$ cat src/rtl/edo_pkg.sv
`timescale 1ns/1ps
package edo_pkg;
  localparam int LANES  = 2;
  localparam int LANE_W = 8;
  localparam int DATA_W = LANES * LANE_W;

  typedef enum logic [2:0] {
    ACC_IDLE,
    ACC_REFRESH,
    ACC_READ,
    ACC_EWRITE,
    ACC_WDONE
  } accKind_t;

  typedef struct packed {
    logic             rowLoad;
    logic             colLoad;
    logic [LANES-1:0] wrLane;
    logic [LANES-1:0] rdLane;
    logic [LANES-1:0] drvOn;
    logic             refInc;
  } edoStrobe_t;
endpackage

$ cat src/rtl/edo_ctrl.sv
`timescale 1ns/1ps
module edo_ctrl
  import edo_pkg::*;
(
  input  logic             clk,
  input  logic             rstN,
  input  logic             rasN,
  input  logic [LANES-1:0] casN,
  input  logic             weN,
  input  logic             oeN,
  input  logic [LANES-1:0] doutEn,
  output edoStrobe_t       stb
);
  logic             rasQ;
  logic             weQ;
  logic [LANES-1:0] casLowQ;
  accKind_t         modeQ;
  accKind_t         modeNext;

  logic [LANES-1:0] casLow;
  logic [LANES-1:0] laneFell;
  logic             rasFall;
  logic             rasRise;
  logic             firstFall;
  logic             weFell;
  logic             accOn;

  always_comb begin
    casLow    = ~casN;
    laneFell  = ~casLowQ & casLow;
    rasFall   = rasQ & ~rasN;
    rasRise   = ~rasQ & rasN;
    firstFall = ~(|casLowQ) & (|casLow);
    weFell    = weQ & ~weN;
    stb       = '0;
    modeNext  = modeQ;

    if (rasN) begin
      modeNext = ACC_IDLE;
    end else begin
      if (rasFall) begin
        modeNext = (|casLowQ) ? ACC_REFRESH : ACC_IDLE;
      end
      if (modeNext != ACC_REFRESH && firstFall) begin
        modeNext    = weN ? ACC_READ : ACC_EWRITE;
        stb.colLoad = 1'b1;
      end
    end

    stb.rowLoad = rasFall & ~(|casLowQ);
    accOn = ~rasN & (modeNext == ACC_READ || modeNext == ACC_EWRITE ||
                     modeNext == ACC_WDONE);

    for (int i = 0; i < LANES; i++) begin
      stb.wrLane[i] = accOn & ~weN & casLow[i] & (laneFell[i] | weFell);
    end

    if (modeNext == ACC_READ && (|stb.wrLane)) begin
      modeNext = ACC_WDONE;
    end

    for (int i = 0; i < LANES; i++) begin
      stb.rdLane[i] = ~rasN & (modeNext == ACC_READ) & casLow[i];
      stb.drvOn[i]  = ~rasN & ~oeN & weN & (modeNext == ACC_READ) &
                      (casLow[i] | doutEn[i]);
    end

    stb.refInc = rasRise & (modeQ == ACC_REFRESH);
  end

  always_ff @(posedge clk or negedge rstN) begin
    if (!rstN) begin
      rasQ    <= 1'b1;
      weQ     <= 1'b1;
      casLowQ <= '0;
      modeQ   <= ACC_IDLE;
    end else begin
      rasQ    <= rasN;
      weQ     <= weN;
      casLowQ <= ~casN;
      modeQ   <= modeNext;
    end
  end
endmodule

$ cat config.mk
export PLATFORM = sky130hd
export DESIGN_NAME = edo_ctrl
export DESIGN_NICKNAME = d
export VERILOG_FILES = /design/src/rtl/edo_pkg.sv /design/src/rtl/edo_ctrl.sv
export SDC_FILE = /design/constraint.sdc
export NUM_CORES = 1
export LEC_CHECK = 0
export ABC_AREA = 1
export BUFFER_PORTS_ARGS = -buffer_cell sky130_fd_sc_hd__buf_2
export CAP_MARGIN = 20
export CORE_AREA = 2 2 39 41
export CTS_CLUSTER_DIAMETER = 100
export DETAILED_ROUTE_END_ITERATION = 16
export DIE_AREA = 0 0 41 43
export PLACE_DENSITY_LB_ADDON = 0.08
export RECOVER_POWER = 50
export SLEW_MARGIN = 20
export SYNTH_ARGS = -nofsm -noshare
export SYNTH_HDL_FRONTEND = slang
export SYNTH_SLANG_ARGS = --single-unit
export TNS_END_PERCENT = 50
$ cat constraint.sdc
create_clock -name clk -period 2.9 [get_ports clk]
set_input_delay 0.435 -clock clk [delete_from_list [all_inputs] [get_ports clk]]
set_output_delay 0.435 -clock clk [all_outputs]
set_load 0.02 [all_outputs]
==> report_table.html <==
<table>
<tr><th>Metric</th><th>Value</th></tr>
<tr><th colspan="2">Status</th></tr>
<tr><td>Status</td><td>complete, no violations</td></tr>
<tr><th colspan="2">Layout</th></tr>
<tr><td>Most common cell after layout, fill and taps aside</td><td>sky130_fd_sc_hd__nand2_1</td></tr>
<tr><td>Final nets</td><td>96</td></tr>
<tr><td>Leading cell types in the layout, fill and taps excluded</td><td>14 x sky130_fd_sc_hd__nand2_1, 12 x sky130_fd_sc_hd__inv_1, 12 x sky130_fd_sc_hd__nor2_1, 12 x sky130_fd_sc_hd__buf_2</td></tr>
<tr><td>Fraction of layout cells with a size suffix above 1</td><td>0.279</td></tr>
<tr><td>Final standard cell area without fillers</td><td>572 um2</td></tr>
<tr><td>Number of antenna diodes</td><td>0</td></tr>
<tr><td>Growth of design area from synthesis to finish</td><td>31.3%</td></tr>
<tr><th colspan="2">Critical path</th></tr>
<tr><td>Required arrival time at the worst endpoint</td><td>2470 ps</td></tr>
<tr><td>Crit. End Element</td><td>output pin</td></tr>
<tr><td>Series of cell instances along the critical path</td><td>inv_1 -&gt; nor2_1 -&gt; nand2_1 -&gt; nand3_2 -&gt; nand3_1 -&gt; nand2_2 -&gt; nand3_2 -&gt; inv_2 -&gt; nand2_1 -&gt; or2_1 -&gt; nor2_1 -&gt; buf_2</td></tr>
<tr><td>Cell count of the worst reg-to-reg path</td><td>11</td></tr>
<tr><td>Peak fanout along the critical path</td><td>3</td></tr>
<tr><td>R2R Path Start</td><td>rasQ$_DFF_PN1_</td></tr>
<tr><td>Worst Path Class, Setup</td><td>reg2out</td></tr>
<tr><td>Peak per-stage delay on the critical path</td><td>530 ps</td></tr>
<tr><td>WP data arrival</td><td>2030 ps</td></tr>
<tr><td>Sort of element at the start of the critical path</td><td>flop</td></tr>
<tr><td>Slowest library cell on the worst path</td><td>sky130_fd_sc_hd__dfstp_2</td></tr>
<tr><td>Setup slack, reg-to-reg</td><td>1260 ps</td></tr>
<tr><td>Endpoint of the lowest-slack register-to-register path</td><td>modeQ[1]$_DFF_PN0_</td></tr>
<tr><th colspan="2">Place</th></tr>
<tr><td>Post-place instance area</td><td>541 um2</td></tr>
<tr><td>Placer's final routability congestion estimate</td><td>0.657</td></tr>
<tr><td>Detailed placer's ending HPWL</td><td>801 um</td></tr>
<tr><td>Count of port buffers added during placement</td><td>17</td></tr>
<tr><th colspan="2">Yosys</th></tr>
<tr><td>Cell Area, Synth</td><td>435 um2</td></tr>
<tr><td>Post-synthesis sequential element count</td><td>7</td></tr>
<tr><td>Top cell type by total area after synthesis</td><td>sky130_fd_sc_hd__dfrtp_1</td></tr>
<tr><td>Share of Yosys cell area claimed by the top area cell type</td><td>0.287</td></tr>
<tr><td>Portion of the post-synthesis area used by sequential elements</td><td>0.408</td></tr>
<tr><td>Top flip-flop cell by instance count after synthesis</td><td>sky130_fd_sc_hd__dfrtp_1</td></tr>
<tr><td>Async set-reset flop share out of synthesis</td><td>1.00</td></tr>
<tr><td>Count of yosys warnings during synthesis</td><td>0</td></tr>
<tr><td>Number of enable flip-flop cells after synthesis</td><td>0</td></tr>
<tr><td>Synth Net Count</td><td>73</td></tr>
<tr><td>Average instance area after synthesis</td><td>6.80 um2</td></tr>
<tr><td>Cell count after synthesis</td><td>64</td></tr>
<tr><td>Count of different cell masters after synthesis</td><td>17</td></tr>
<tr><td>Cell types with the largest area share after synthesis</td><td>sky130_fd_sc_hd__dfrtp_1 29%, sky130_fd_sc_hd__dfstp_2 12%, sky130_fd_sc_hd__nand2_1 12%, sky130_fd_sc_hd__inv_1 10%, sky130_fd_sc_hd__nor2_1 10%</td></tr>
<tr><th colspan="2">STA</th></tr>
<tr><td>Post-route clock skew</td><td>0.807 ps</td></tr>
<tr><td>Setup repair after global routing missed its margin</td><td>false</td></tr>
<tr><td>Highest clock frequency the design can meet</td><td>405 MHz</td></tr>
<tr><td>Final-report max-slew violation count</td><td>0</td></tr>
<tr><td>Final critical-path required period</td><td>2470 ps</td></tr>
<tr><td>Slew @ Worst Pin</td><td>379 ps</td></tr>
<tr><td>Final cycle utilization of the critical path</td><td>0.852</td></tr>
<tr><td>Worst slew margin relative to its limit</td><td>0.747</td></tr>
<tr><td>Final setup violating endpoints</td><td>0</td></tr>
<tr><td>Hold Violations, Final</td><td>0</td></tr>
<tr><td>Setup TNS</td><td>0 ps</td></tr>
<tr><th colspan="2">Clock network</th></tr>
<tr><td>CTS buffer count</td><td>3</td></tr>
<tr><td>Clock tree sinks</td><td>7</td></tr>
<tr><td>Resized Gates After CTS</td><td>0</td></tr>
<tr><td>Clock tree buffer depth</td><td>2</td></tr>
<tr><td>Max H-tree Level</td><td>1</td></tr>
<tr><td>Root Driver</td><td>sky130_fd_sc_hd__clkbuf_4</td></tr>
<tr><td>Clock insertion delay at the later pin of the skew report</td><td>250 ps</td></tr>
<tr><td>Clock input transition at the sequential cells of the worst setup and hold paths</td><td>60 ps</td></tr>
<tr><td>Post-CTS setup repair buffer count</td><td>0</td></tr>
<tr><td>Clock tree from TritonCTS</td><td>yes</td></tr>
<tr><th colspan="2">Drt</th></tr>
<tr><td>Via count of the routed design</td><td>439</td></tr>
<tr><td>Initial detailed-routing violation count</td><td>3</td></tr>
<tr><td>Drt wl/cell</td><td>9.27 um</td></tr>
<tr><td>Pre-antenna DRT Iters</td><td>4</td></tr>
<tr><td>Vias per Instance</td><td>4.30</td></tr>
<tr><td>Total routed wirelength</td><td>946 um</td></tr>
<tr><td>Number of DRC violations after detailed routing</td><td>0</td></tr>
<tr><td>Antenna Violating Nets Remaining</td><td>0</td></tr>
<tr><th colspan="2">Power</th></tr>
<tr><td>Largest vdd supply drop</td><td>0.221 mV</td></tr>
<tr><td>Total power after layout</td><td>238 uW</td></tr>
<tr><td>Pwr/cell area</td><td>416 nW/um2</td></tr>
<tr><td>Reported leakage power</td><td>0.000350 uW</td></tr>
<tr><th colspan="2">Floorplanning</th></tr>
<tr><td>Number of I/O pins</td><td>18</td></tr>
<tr><td>Die Height</td><td>43 um</td></tr>
<tr><td>Starting utilization of the core area</td><td>0.315</td></tr>
<tr><td>Total die area</td><td>1760 um2</td></tr>
<tr><td>Std-Cell Rows</td><td>14</td></tr>
<tr><td>Core Region</td><td>1380 um2</td></tr>
<tr><td>Floorplan die width</td><td>41 um</td></tr>
<tr><th colspan="2">Global routing</th></tr>
<tr><td>Wire length of the first global-routing pass</td><td>1660 um</td></tr>
<tr><td>Via count of the first global-routing pass</td><td>403</td></tr>
<tr><td>Largest net degree at the start of global routing</td><td>8</td></tr>
<tr><td>Overall track demand over capacity in global routing</td><td>0.142</td></tr>
<tr><td>Initial antenna violation count</td><td>0</td></tr>
<tr><td>Global-route congestion overflow total</td><td>0</td></tr>
<tr><th colspan="2">Min path</th></tr>
<tr><td>Worst hold path type</td><td>in2reg</td></tr>
<tr><td>Source of the worst hold timing path</td><td>weN</td></tr>
<tr><td>Endpoint of the worst hold path</td><td>weQ$_DFF_PN1_</td></tr>
<tr><td>Min-Delay Path Depth</td><td>1</td></tr>
<tr><th colspan="2">Run</th></tr>
<tr><td>Maximum capacitance violations</td><td>0</td></tr>
</table>
==> worst max-delay path by stage <==
stage / from / endpoint / slack [ps] / cells after the start
floorplan: rasQ$_DFF_PN1_ / stb[1] / 790 / 11
global placement: rasN / stb[4] / 680 / 13
detailed placement: rasN / stb[1] / 640 / 12
CTS: rasQ$_DFF_PN1_ / stb[1] / 400 / 12
global route: rasQ$_DFF_PN1_ / stb[2] / 200 / 12
finish: rasQ$_DFF_PN1_ / stb[1] / 430 / 12
==> report_power, final <==
group | internal [uW] | total (uW) | switching (uW)
combinational | 14.4 | 41.7 | 27.3
sequential | 104 | 106 | 2.61
clock | 50.5 | 89.6 | 39.1
total | 169 | 238 | 69.0
==> through the flow <==
step	worst slack (ps)	util	std cells	hold slack, ps
2_1_floorplan	791	-	64	139
3_3_place_gp	682	0.391	97	279
3_5_place_dp	644	0.391	97	276
4_1_cts	399	0.418	102	303
5_1_grt	199	0.413	102	331
6_report	430	0.413	102	317
==> routing by layer <==
metal	vias to the layer above	global-route usage	share of wire
met2	13	0.216	0.50
met4	0	0.0800	0
met5	-	0	0
met1	185	0.176	0.44
met3	0	0.0314	0.058
li1	241	-	-
==> sequential cells by signal, summed over array words and instances (netlist names) <==
name,count
casLowQ,2
weQ,1
rasQ,1
modeQ,3
==> cells in the mapped netlist, types with 2 or more instances <==
library cell	n
sky130_fd_sc_hd__nand2_1	14
sky130_fd_sc_hd__inv_1	12
sky130_fd_sc_hd__nor2_1	12
sky130_fd_sc_hd__dfrtp_1	5
sky130_fd_sc_hd__a21oi_1	3
sky130_fd_sc_hd__nand3_1	3
sky130_fd_sc_hd__and3_1	2
sky130_fd_sc_hd__dfstp_2	2
sky130_fd_sc_hd__inv_2	2
sky130_fd_sc_hd__nand3_2	2
==> timing repair <==
action	4_1_cts	5_1_grt
endpoints found under the setup margin	0	0
hold buffers	1	0
endpoints found under the hold margin	5	0
==> final cells by class <==
| cell class | instances | area, um2 |
|---|---|---|
| fill | 162 | 812 |
| multi-input combinational | 43 | 205 |
| sequential | 7 | 178 |
| timing repair buffer | 18 | 88.8 |
| inverter | 14 | 52.6 |
| clock buffer | 3 | 22.5 |
| tap | 16 | 20.0 |
| clock inverter | 1 | 5.00 |
==> logic make-up after synthesis <==
group | share of synthesized area
AO/OA/AOI/OAI | 0.0948
buffers and inverters | 0.121
flip-flops | 0.408
AND/OR/NAND/NOR | 0.376
==> critical path, delay by kind of cell (launching register included) <==
kind,cells,cell delay [ps]
buf+inv,3,280
flops,1,530
simple gates,9,980
(Power assumes the default switching activity.)
